===== src/rtl/pbseq_pkg.sv =====
package pbseq_pkg;

    typedef enum logic [2:0] {
        ST_HRST = 3'd0,
        ST_OFF  = 3'd1,
        ST_UPB  = 3'd2,
        ST_UPX  = 3'd3,
        ST_ON   = 3'd4,
        ST_DNB  = 3'd5,
        ST_DNR  = 3'd6
    } pstate_e;

    function automatic logic st_live(pstate_e s);
        return (s == ST_UPB) || (s == ST_UPX) || (s == ST_ON);
    endfunction

endpackage


===== src/rtl/pbseq_sync.sv =====
module pbseq_sync #(
    parameter logic RST_VAL = 1'b1
) (
    input  logic clk,
    input  logic rst_n,
    input  logic din,
    output logic dout
);
    typedef struct packed {
        logic s1;
        logic s2;
    } sync_t;

    sync_t sync_d, sync_q;

    always_comb begin
        sync_d    = sync_q;
        sync_d.s1 = din;
        sync_d.s2 = sync_q.s1;
    end

    always_ff @(posedge clk or negedge rst_n) begin
        if (!rst_n) begin
            sync_q <= '{s1: RST_VAL, s2: RST_VAL};
        end else begin
            sync_q <= sync_d;
        end
    end

    assign dout = sync_q.s2;
endmodule


===== src/rtl/pbseq_satcnt.sv =====
module pbseq_satcnt #(
    parameter int CW    = 18,
    parameter int LIMIT = 100
) (
    input  logic          clk,
    input  logic          rst_n,
    input  logic          tick,
    input  logic          clr,
    output logic [CW-1:0] cnt
);
    localparam logic [CW-1:0] LIM_C = CW'(LIMIT);

    logic [CW-1:0] cnt_d, cnt_q;

    always_comb begin
        cnt_d = cnt_q;
        if (clr) begin
            cnt_d = '0;
        end else if (tick && (cnt_q < LIM_C)) begin
            cnt_d = cnt_q + 1'b1;
        end
    end

    always_ff @(posedge clk or negedge rst_n) begin
        if (!rst_n) begin
            cnt_q <= '0;
        end else begin
            cnt_q <= cnt_d;
        end
    end

    assign cnt = cnt_q;

    // count never passes its saturation value
    p_bound_r2: assert property (@(posedge clk) disable iff (!rst_n)
        cnt_q <= LIM_C);

    // a clear request empties the count by the next edge
    p_clear_r2: assert property (@(posedge clk) disable iff (!rst_n)
        clr |=> (cnt_q == '0));
endmodule


===== src/rtl/pbseq_status.sv =====
module pbseq_status #(
    parameter int CW     = 18,
    parameter int T_STAT = 500,
    parameter int T_PW   = 500,
    parameter int T_REL  = 9
) (
    input  logic          clk,
    input  logic          rst_n,
    input  logic          tick,
    input  logic          active,
    input  logic          btn_low,
    input  logic [CW-1:0] press_cnt,
    output logic          stat_low
);
    localparam logic [CW-1:0] STAT_C = CW'(T_STAT);
    localparam logic [CW-1:0] PW_C   = CW'(T_PW);
    localparam logic [CW-1:0] REL_C  = CW'(T_REL);

    typedef struct packed {
        logic          low;
        logic [CW-1:0] wcnt;
        logic [CW-1:0] rcnt;
    } stat_t;

    stat_t stat_d, stat_q;

    always_comb begin
        stat_d = stat_q;
        if (!active) begin
            stat_d = '0;
        end else if (!stat_q.low) begin
            if (press_cnt >= STAT_C) begin
                stat_d.low  = 1'b1;
                stat_d.wcnt = '0;
                stat_d.rcnt = '0;
            end
        end else begin
            if (tick && (stat_q.wcnt < PW_C)) begin
                stat_d.wcnt = stat_q.wcnt + 1'b1;
            end
            if (btn_low) begin
                stat_d.rcnt = '0;
            end else if (tick && (stat_q.rcnt < REL_C)) begin
                stat_d.rcnt = stat_q.rcnt + 1'b1;
            end
            if ((stat_q.wcnt >= PW_C) && (stat_q.rcnt >= REL_C)) begin
                stat_d = '0;
            end
        end
    end

    always_ff @(posedge clk or negedge rst_n) begin
        if (!rst_n) begin
            stat_q <= '0;
        end else begin
            stat_q <= stat_d;
        end
    end

    assign stat_low = stat_q.low;

    // while powered, a low pulse ends only after the minimum width
    p_min_width_r10: assert property (@(posedge clk) disable iff (!rst_n)
        ($fell(stat_q.low) && $past(active)) |-> ($past(stat_q.wcnt) >= PW_C));

    // a held button keeps the status low
    p_held_low_r10: assert property (@(posedge clk) disable iff (!rst_n)
        (stat_q.low && btn_low && active) |=> stat_q.low);
endmodule


===== src/rtl/pbseq_pgood.sv =====
module pbseq_pgood #(
    parameter int NREG = 3,
    parameter int CW   = 18,
    parameter int T_PG = 118
) (
    input  logic            clk,
    input  logic            rst_n,
    input  logic            tick,
    input  logic [NREG-1:0] en,
    input  logic [NREG-1:0] ok,
    output logic            pgood
);
    localparam logic [CW-1:0] PG_C = CW'(T_PG);

    typedef struct packed {
        logic          pg;
        logic [CW-1:0] gcnt;
    } pg_t;

    pg_t pg_d, pg_q;
    logic all_ok;

    assign all_ok = (|en) && (&(ok | ~en));

    always_comb begin
        pg_d = pg_q;
        if (!all_ok) begin
            pg_d = '0;
        end else begin
            if (tick && (pg_q.gcnt < PG_C)) begin
                pg_d.gcnt = pg_q.gcnt + 1'b1;
            end
            pg_d.pg = (pg_q.gcnt >= PG_C);
        end
    end

    always_ff @(posedge clk or negedge rst_n) begin
        if (!rst_n) begin
            pg_q <= '0;
        end else begin
            pg_q <= pg_d;
        end
    end

    assign pgood = pg_q.pg;

    // a regulator dropping out clears power-good at the next edge
    p_fall_r12: assert property (@(posedge clk) disable iff (!rst_n)
        !all_ok |=> !pg_q.pg);

    // power-good rises only while all enabled regulators are good
    p_rise_r12: assert property (@(posedge clk) disable iff (!rst_n)
        $rose(pg_q.pg) |-> $past(all_ok));
endmodule


===== src/rtl/pbseq_ctrl.sv =====
module pbseq_ctrl
    import pbseq_pkg::*;
#(
    parameter int NREG    = 3,
    parameter int CW      = 18,
    parameter int T_STAT  = 500,
    parameter int T_PW    = 500,
    parameter int T_REL   = 9,
    parameter int T_PUP   = 4000,
    parameter int T_EXT   = 1000,
    parameter int T_HR    = 140000,
    parameter int T_PUPD  = 50000,
    parameter int T_PDN   = 10000,
    parameter int T_PONUP = 9,
    parameter int T_PG    = 118
) (
    input  logic            clk,
    input  logic            rst_n,
    input  logic            tick,
    input  logic            btn_n,
    input  logic            ext_pwr,
    input  logic            buck_req,
    input  logic [NREG-1:0] reg_ok,
    output logic            stat_n,
    output logic [NREG-1:0] reg_en,
    output logic            pgood,
    output logic [2:0]      state_o
);
    localparam int              SLIM     = (T_PUPD > T_PDN) ? T_PUPD : T_PDN;
    localparam logic [CW-1:0]   PUP_C    = CW'(T_PUP);
    localparam logic [CW-1:0]   EXT_C    = CW'(T_EXT);
    localparam logic [CW-1:0]   HR_C     = CW'(T_HR);
    localparam logic [CW-1:0]   PUPD_C   = CW'(T_PUPD);
    localparam logic [CW-1:0]   PDN_C    = CW'(T_PDN);
    localparam logic [CW-1:0]   PONUP_C  = CW'(T_PONUP);

    typedef struct packed {
        pstate_e         st;
        logic            via;
        logic            relw;
        logic [NREG-1:0] en;
    } fsm_t;

    fsm_t fsm_d, fsm_q;

    logic          btn_s;
    logic          btn_low;
    logic          st_change;
    logic          stat_low;
    logic [CW-1:0] press_cnt;
    logic [CW-1:0] ext_cnt;
    logic [CW-1:0] req_cnt;
    logic [CW-1:0] st_cnt;

    pbseq_sync #(.RST_VAL(1'b1)) u_btn_sync (
        .clk  (clk),
        .rst_n(rst_n),
        .din  (btn_n),
        .dout (btn_s)
    );

    assign btn_low = !btn_s;

    pbseq_satcnt #(.CW(CW), .LIMIT(T_HR)) u_press_cnt (
        .clk  (clk),
        .rst_n(rst_n),
        .tick (tick),
        .clr  (!btn_low),
        .cnt  (press_cnt)
    );

    pbseq_satcnt #(.CW(CW), .LIMIT(T_EXT)) u_ext_cnt (
        .clk  (clk),
        .rst_n(rst_n),
        .tick (tick),
        .clr  (!ext_pwr),
        .cnt  (ext_cnt)
    );

    pbseq_satcnt #(.CW(CW), .LIMIT(T_PONUP)) u_req_cnt (
        .clk  (clk),
        .rst_n(rst_n),
        .tick (tick),
        .clr  (!buck_req),
        .cnt  (req_cnt)
    );

    pbseq_satcnt #(.CW(CW), .LIMIT(SLIM)) u_state_cnt (
        .clk  (clk),
        .rst_n(rst_n),
        .tick (tick),
        .clr  (st_change),
        .cnt  (st_cnt)
    );

    always_comb begin
        fsm_d = fsm_q;
        unique case (fsm_q.st)
            ST_HRST, ST_OFF: begin
                if ((press_cnt >= PUP_C) && !fsm_q.relw) begin
                    fsm_d.st = ST_UPB;
                end else if (ext_cnt >= EXT_C) begin
                    fsm_d.st = ST_UPX;
                end else if ((fsm_q.st == ST_OFF) && (req_cnt >= PONUP_C)) begin
                    fsm_d.st  = ST_ON;
                    fsm_d.via = 1'b1;
                end
            end
            ST_UPB, ST_UPX: begin
                if (press_cnt >= HR_C) begin
                    fsm_d.st = ST_DNB;
                end else if (st_cnt >= PUPD_C) begin
                    fsm_d.st  = ST_ON;
                    fsm_d.via = 1'b0;
                end
            end
            ST_ON: begin
                if (press_cnt >= HR_C) begin
                    fsm_d.st = ST_DNB;
                end else if (fsm_q.via && !buck_req) begin
                    fsm_d.st = ST_DNR;
                end
            end
            ST_DNB: begin
                if (st_cnt >= PDN_C) begin
                    fsm_d.st = ST_HRST;
                end
            end
            ST_DNR: begin
                if (st_cnt >= PDN_C) begin
                    fsm_d.st = ST_OFF;
                end
            end
            default: fsm_d.st = ST_OFF;
        endcase

        if (fsm_q.st == ST_DNB) begin
            fsm_d.relw = 1'b1;
        end else if (!btn_low) begin
            fsm_d.relw = 1'b0;
        end

        fsm_d.en = st_live(fsm_d.st) ? '1 : '0;
    end

    assign st_change = (fsm_d.st != fsm_q.st);

    always_ff @(posedge clk or negedge rst_n) begin
        if (!rst_n) begin
            fsm_q <= '{st: ST_OFF, via: 1'b0, relw: 1'b0, en: '0};
        end else begin
            fsm_q <= fsm_d;
        end
    end

    pbseq_status #(
        .CW    (CW),
        .T_STAT(T_STAT),
        .T_PW  (T_PW),
        .T_REL (T_REL)
    ) u_status (
        .clk      (clk),
        .rst_n    (rst_n),
        .tick     (tick),
        .active   (st_live(fsm_d.st)),
        .btn_low  (btn_low),
        .press_cnt(press_cnt),
        .stat_low (stat_low)
    );

    pbseq_pgood #(
        .NREG(NREG),
        .CW  (CW),
        .T_PG(T_PG)
    ) u_pgood (
        .clk  (clk),
        .rst_n(rst_n),
        .tick (tick),
        .en   (fsm_q.en),
        .ok   (reg_ok),
        .pgood(pgood)
    );

    assign stat_n  = !stat_low;
    assign reg_en  = fsm_q.en;
    assign state_o = fsm_q.st;

    // enables only in power-up and on states
    p_en_live_r11: assert property (@(posedge clk) disable iff (!rst_n)
        (fsm_q.en != '0) |-> st_live(fsm_q.st));

    // status low only while powered
    p_stat_live_r9: assert property (@(posedge clk) disable iff (!rst_n)
        stat_low |-> st_live(fsm_q.st));

    // a dropped request leaves the request-entered on state at once
    p_req_drop_r6: assert property (@(posedge clk) disable iff (!rst_n)
        ((fsm_q.st == ST_ON) && fsm_q.via && !buck_req && (press_cnt < HR_C))
        |=> (fsm_q.st == ST_DNR));

    // the button power-down state is entered only after a long hold
    p_long_hold_r8: assert property (@(posedge clk) disable iff (!rst_n)
        ((fsm_q.st == ST_DNB) && ($past(fsm_q.st) != ST_DNB))
        |-> ($past(press_cnt) >= HR_C));

    // a hold carried over from a forced shutdown cannot power up
    p_release_r3: assert property (@(posedge clk) disable iff (!rst_n)
        ((fsm_q.st == ST_HRST) && fsm_q.relw) |=> (fsm_q.st != ST_UPB));
endmodule


===== config.mk =====
export PLATFORM = sky130hd
export DESIGN_NAME = pbseq_ctrl
export DESIGN_NICKNAME = d
export VERILOG_FILES = /design/src/rtl/pbseq_pkg.sv /design/src/rtl/pbseq_sync.sv /design/src/rtl/pbseq_satcnt.sv /design/src/rtl/pbseq_status.sv /design/src/rtl/pbseq_pgood.sv /design/src/rtl/pbseq_ctrl.sv
export SDC_FILE = /design/constraint.sdc
export NUM_CORES = 1
export LEC_CHECK = 0
export ABC_AREA = 1
export BUFFER_PORTS_ARGS = -buffer_cell sky130_fd_sc_hd__buf_2
export CAP_MARGIN = 15
export CORE_ASPECT_RATIO = 1.2
export CORE_MARGIN = 1.5
export CORE_UTILIZATION = 65
export CTS_BUF_LIST = sky130_fd_sc_hd__clkbuf_4
export CTS_CLUSTER_SIZE = 40
export DETAILED_ROUTE_END_ITERATION = 8
export PLACE_DENSITY = 0.88
export SLEW_MARGIN = 0
export SYNTH_ARGS = -nofsm -noshare
export SYNTH_HDL_FRONTEND = slang
export SYNTH_SLANG_ARGS = --single-unit
export TNS_END_PERCENT = 50

===== constraint.sdc =====
create_clock -name clk -period 4.3 [get_ports clk]
set_input_delay 0.86 -clock clk [delete_from_list [all_inputs] [get_ports clk]]
set_output_delay 0.86 -clock clk [all_outputs]
set_load 0.005 [all_outputs]

== After elaboration in Yosys (flattened, before gate mapping) ==
Cells that the tools add are included.
Widths: inputs -> output; s select.

* Add/sub/neg operators: 7
* Order comparisons: 17
* Equal/unequal tests: 21
* Muxes and demuxes: 34
* Bitwise gates (word level): 2
* Reductions and logical operators: 29

{| class="wikitable"
|+ Operators with widths
! operator !! number
|-
| $mux 18 || 12
|-
| $mux 37 || 4
|-
| $add 18x1->18 const B || 7
|-
| $ge 18x4->1 const B || 2
|-
| $ge 18x9->1 const B || 2
|-
| $lt 18x4->1 const B || 2
|-
| $mux 3 || 8
|-
| $mux 19 || 1
|-
| $ge 18x10->1 const B || 1
|-
| $ge 18x12->1 const B || 1
|-
| $ge 18x14->1 const B || 1
|-
| $ge 18x16->1 const B || 1
|-
| $ge 18x18->1 const B || 1
|-
| $ge 18x7->1 const B || 1
|-
| $lt 18x10->1 const B || 1
|-
| $lt 18x16->1 const B || 1
|-
| $lt 18x18->1 const B || 1
|-
| $lt 18x7->1 const B || 1
|-
| $lt 18x9->1 const B || 1
|-
| $pmux 3 s5 || 1
|-
| $eq 3x2->1 const B || 4
|-
| $eq 3x3->1 const B || 4
|-
| $logic_and 1x1->1 || 12
|-
| $ne 2x2->1 const B || 6
|-
| other kinds (20) || 34
|}

* Flip-flop bits (word level): 138
* Bits of input ports: 9
* Output and inout port bits: 8
* Word-level logic and storage cells: 125

== Longest topological paths before layout ==
* Depth after elaboration: 11
* Depth in mapped cells: 21
* Gate-level depth less buffers: 19

== Modules after synthesis ==
From an unflattened synthesis, not the netlist that was laid out.

* Cell total of the unflattened synthesis: 1113
* Area total of the unflattened synthesis: 8306.7 µm²

{| class="wikitable"
|+ By module, submodules not included
! module !! instances !! cells an instance !! area an instance (µm²) !! sequential area each (µm²)
|-
| pbseq_status || 1 || 238 || 2109.5 || 925.9
|-
| pbseq_satcnt (u_press_cnt) || 1 || 198 || 1296.2 || 450.4
|-
| pbseq_satcnt (u_state_cnt) || 1 || 169 || 1154.9 || 450.4
|-
| pbseq_pgood || 1 || 117 || 1048.5 || 475.5
|-
| pbseq_satcnt (u_ext_cnt) || 1 || 128 || 954.7 || 450.4
|-
| pbseq_ctrl || 1 || 172 || 913.4 || 151.4
|-
| pbseq_satcnt (u_req_cnt) || 1 || 89 || 777.0 || 450.4
|-
| pbseq_sync || 1 || 2 || 52.6 || 52.6
|}

== Worst setup path after synthesis ==
Ideal clock, no wire load.

* Kind: input-to-reg
* From: in buck_req
* To: reg u_status.stat_q[27] (netlist name)
* Library setup time: 0.114 ns
* Arrival: 1.966 ns
* Required time: 4.186 ns
* Setup slack: 2.220 ns
* Stages on the path: 13
* Buffers on the path: 2
* Path through: nand3b_1 nand2_1 nand2_1 nand2b_2 nand2b_4 nand2_2 buf_6 nand4_4 buf_2 nand3_1 nand2_1 nand2_1 inv_1

{| class="wikitable"
|+ RTL lines
! element !! line !! source
|-
| from (decl) || pbseq_ctrl.sv:22 || <nowiki>input logic buck_req,</nowiki>
|-
| to (signal assigned) || pbseq_status.sv:56 || <nowiki>stat_q <= stat_d;</nowiki>
|-
| to (decl) || pbseq_status.sv:25 || <nowiki>stat_t stat_d, stat_q;</nowiki>
|}

== Final worst setup path ==
* From: reg fsm_q (netlist bit state_o[0])
* To: reg u_status.stat_q[15] (netlist name)

* Cells in the longest elaborated chain, start to end: 11
* Elaborated cells on any way between the ends: 29
* Those cells by class: eq/ne (11); mux (11); reduce/logical (7)

{| class="wikitable"
|+ RTL lines
! element !! line !! source
|-
| from (decl) || pbseq_ctrl.sv:44 || <nowiki>fsm_t fsm_d, fsm_q;</nowiki>
|-
| from (signal assigned) || pbseq_ctrl.sv:150 || <nowiki>fsm_q <= '{st: ST_OFF, via: 1'b0, relw: 1'b0, en: '0};</nowiki>
|-
| from (signal assigned) || pbseq_ctrl.sv:152 || <nowiki>fsm_q <= fsm_d;</nowiki>
|-
| $eq 3x1->1 || pbseq_ctrl.sv:98, pbseq_ctrl.sv:104 ||
|-
| $logic_and 1x1->1 || pbseq_ctrl.sv:104 || <nowiki>end else if ((fsm_q.st == ST_OFF) && (req_cnt >= PONUP_C)) begin</nowiki>
|-
| $mux 4 || pbseq_ctrl.sv:104 ||
|-
| $mux 3 || pbseq_ctrl.sv:102 || <nowiki>end else if (ext_cnt >= EXT_C) begin</nowiki>
|-
| $mux 3 || pbseq_ctrl.sv:100 || <nowiki>if ((press_cnt >= PUP_C) && !fsm_q.relw) begin</nowiki>
|-
| $pmux 3 s5 (*) || pbseq_ctrl.sv:98 || <nowiki>unique case (fsm_q.st)</nowiki>
|-
| $eq 3x2->1 || pbseq_pkg.sv:14 || <nowiki>return (s == ST_UPB) || (s == ST_UPX) || (s == ST_ON);</nowiki>
|-
| $logic_or 1x1->1 || pbseq_pkg.sv:14 ||
|-
| $logic_or 1x1->1 (*) || pbseq_pkg.sv:14 ||
|-
| $ne 5x5->1 (no source line) / $ne 3x3->1 (equally long branches) || - ||
|-
| $reduce_and 2->1 (no source line) || - ||
|}

Every way passes the cells marked *; elsewhere a longest branch is shown, timed or not. The select of a mux whose other input is x is not followed.
A chain may end at the register's enable or synchronous reset.

==> metrics.md <==
| Metric | Value |
|---|---|
| Xor/xnor share of the synthesized area | `less than 1%` |
| Hold Vio Cnt, Final | `0` |
| Register area share after synthesis | `just under 50%` |
| Power per Cell Area | `about 320 mW/mm²` |
| Simple-gate share of the synthesized area | `29.63%` |
| Initial Util | `between 60% and 70%` |
| Crit path max-delay family | `simple AND/OR/NAND/NOR gates` |
| Gr ovfl total | `0` |
| CP Max Fanout | `20` |
| RSZ-0062 raised after global routing | `no` |
| Final period util | `69.07%` |
| Max_cap viols | `0` |
| FF+latch count, synth | `136` |
| Worst hold path depth | `0` |
| Critical Path, Cell by Cell | `inv_1 -> nor3_1 -> nand3_2 -> nand2_1 -> nor2_1 -> nand2_1 -> nor2_2 -> nand3_1 -> nand2_2 -> nand2_1 -> nand2_1 -> o21ai_0 -> nand2_1 -> inv_1` |
| Clock power frac | `about 38%` |
| Internal power of the cells | `approximately 1.8 mW` |
| Yosys warning count | `0` |
| Reg2Reg Depth | `14` |
| Synth area leaders | `dfrtp_1 (47%), nand2_1 (10%), inv_1 (8.8%), nor2_1 (5.6%), nand3_1 (4.2%)` |
| Leakage | `3.958 nW` |
| Standard-cell rows | `slightly above 40` |
| Fmax | `roughly 0.34 GHz` |
| Min-Delay Path Class | `flip-flop to flip-flop` |
| WL final | `about 13,000 µm` |
| Commonest non-fill, non-tap cell in the layout | `nand2_1` |
| Mapped Area | `~0.007 mm²` |
| Vias in the first global route | `5,485` |
| Compound-gate portion of the synthesized area | `just over 7%` |
| Time the worst path needs with I/O delays and setup | `a little under 3 ns` |
| Normalized max-slew margin | `between 30% and 40%` |
| Seq pwr share | `56.1%` |
| Synth top area share | `47.09%` |
| Critical Path AT | `roughly 3.5 ns` |
| Critical path buffers and inverters | `2` |
| Cts hold-fix bufs | `0` |
| Die Y | `about 120 µm` |
| Critical path's slowest cell | `dfstp_2` |
| Comb power frac | `6.1%` |
| Post-route insts no fill | `~1.1k` |
| Share of synthesized cell area in full adder, half adder and majority cells | `2.832%` |
| Clock tree root buffer cell | `clkbuf_4` |
| Nets | `948` |
| Design area | `between 0.007 and 0.008 mm²` |
| WL/cell | `about 12 µm` |
| Max incr delay on CP | `around 0.63 ns` |
| CTS tree | `built` |
| Clock buffer count from CTS | `17` |
| Buffers added on ports | `16` |
| Final setup viols | `0` |
| GP Congestion | `roughly 0.88` |
| Pins Over Slew Limit | `0` |
| Mux cell area share after synthesis | `0%` |
| Antenna-violating nets left | `0` |
| WHS | `roughly 0.36 ns` |
| Gr usage total | `25.18%` |
| Pre-antenna DRT Iters | `5` |
| Clock Path Buffers | `2` |
| Peak supply drop | `0.2618 mV` |
| Layout area overhead | `6.408%` |
| Skew final | `0.02651 ns` |
| Mapped Cells | `905` |
| Clk_lat worst skew | `between 0.5 and 0.6 ns` |
| Crit Path Category | `flip-flop to flip-flop` |
| CP Launch Type | `flip-flop` |
| Core box area | `~0.011 mm²` |
| Resize count post-CTS | `0` |
| Via-to-Cell Ratio | `between 5 and 6` |
| Worst Tran Pin Value | `0.9410 ns` |
| Crit. End Element | `flip-flop` |
| Most frequent cells in the layout | `nand2_1 (191), inv_1 (165), dfrtp_1 (133)` |
| P_sw | `between 0.6 and 0.7 mW` |
| Sw frac | `a little over a quarter` |
| I/O pin count | `17` |
| Unique masters post-synth | `48` |
| Synth area leader | `dfrtp_1` |
| Post-Synthesis Net Count | `930` |
| Critical Path RT | `4.78 ns` |
| Die ar. | `0.01151 mm²` |
| Post-CTS setup buffer count | `0` |
| Placed Instances | `around 1.0k` |
| Final HPWL DP | `between 9000 and 10,000 µm` |
| CP Depth | `14` |
| Synth Area per Inst | `around 7.8 µm²` |
| Initial DRC count | `approximately 300` |
| Total power | `around 2.4 mW` |
| Status | `finished clean` |
| CTS sink count | `between 100 and 150` |
| Clk slew on worst S/H paths | `about 0.12 ns` |
| Chip width | `a little under 100 µm` |
| Antenna cells | `0` |
| Initial antenna violation count | `0` |
| Layout cells sized above 1 | `approximately a tenth` |
| Post-DP Area | `approximately 0.007 mm²` |
| First-pass GRT wire length | `23,300 µm` |
| Vias | `between 5k and 6k` |
| Largest family of logic cells by synthesized area | `simple AND/OR/NAND/NOR gates` |
| Largest net degree at the start of global routing | `110` |
| DRC errors left | `0` |
| Post-route setup TNS | `0 ns` |
| Htree depth | `4` |
| CP most frequent cell | `nand2_1` |
flip-flops by register name, indices dropped and copies added, names as in the netlist:
register / count
fsm_q: 2
reg_en: 1
state_o: 3
u_btn_sync.dout: 1
u_btn_sync.sync_d: 1
u_ext_cnt.cnt: 18
u_pgood.pg_q: 18
u_pgood.pgood: 1
u_press_cnt.cnt: 18
u_req_cnt.cnt: 18
u_state_cnt.cnt: 18
u_status.stat_low: 1
u_status.stat_q: 36
kinds of logic after synthesis:
family / count (synthesis)
buffers and inverters: 197
AO/OA/AOI/OAI: 90
adder cells (fa/ha/maj): 16
XOR/XNOR: 7
AND/OR/NAND/NOR: 459
flip-flops: 136
per-layer routing:
layer / global-route usage, % / up-vias / wire length [µm]
met1: 30.42 / 2650 / 5804
li1: - / 2888 / -
met4: 9.577 / 0 / 248
met3: 6.295 / 23 / 590
met5: 0 / - / 0
met2: 44.05 / 138 / 6458
synthesized netlist by cell type (all sizes together):
cell and count:
a2111oi 1, a211oi 2, a21oi 32, a221oi 2, a2bb2oi 1, a31oi 3
and3 1, buf 14, clkbuf 5, clkinv 2, dfrtp 133, dfstp 3
ha 16, inv 176, nand2 201, nand2b 2, nand3 65, nand3b 2
nand4 24, nor2 114, nor3 37, nor3b 4, nor4 8, o2111ai 1
o211ai 1, o21a 3, o21ai 35, o21bai 3, o22ai 1, o31ai 5
or2 1, xnor2 3, xor2 4
worst paths after layout:
check | slack [ns] | from | to
worst max-delay path | 1.33 | state_o[0]$_DFF_PN1_ | u_status.stat_q[15]$_DFFE_PN0P_
worst min-delay path | 0.36 | u_btn_sync.sync_d[0]$_DFF_PN1_ | u_btn_sync.dout$_DFF_PN1_
worst max register to register | 1.33 | state_o[0]$_DFF_PN1_ | u_status.stat_q[15]$_DFFE_PN0P_
worst min register to register | 0.36 | u_btn_sync.sync_d[0]$_DFF_PN1_ | u_btn_sync.dout$_DFF_PN1_
max in group asynchronous | 3.06 | rst_n | u_press_cnt.cnt[12]$_DFFE_PN0P_
min in group asynchronous | 0.42 | rst_n | u_status.stat_q[17]$_DFFE_PN0P_
power by group through the flow:
| stage | clock network (mW) | registers [mW] | logic [mW] |
|---|---|---|---|
| after floorplan | 0 | 1.37 | 0.0998 |
| after global placement | 0 | 1.38 | 0.145 |
| after detailed placement | 0 | 1.38 | 0.149 |
| after CTS | 0.934 | 1.36 | 0.150 |
| after global routing | 0.987 | 1.36 | 0.176 |
| final | 0.914 | 1.36 | 0.149 |
stage by stage:
stage | worst slack (ns) | util [%]
2_1_floorplan | 2.220 | -
3_3_place_gp | 1.329 | 68.21
3_5_place_dp | 1.208 | 68.21
4_1_cts | 1.359 | 71.17
5_1_grt | 1.020 | 71.17
6_report | 1.330 | 71.17
cell type report:
class | instances | area, µm²
tap | 129 | 161.4
multi-input combinational | 572 | 2869
inverter | 178 | 669.4
sequential | 136 | 3407
clock buffer | 19 | 142.6
timing repair buffer | 18 | 101.3
clock inverter | 13 | 170.2
fill | 831 | 3047
Power figures use the tool's default switching activity.
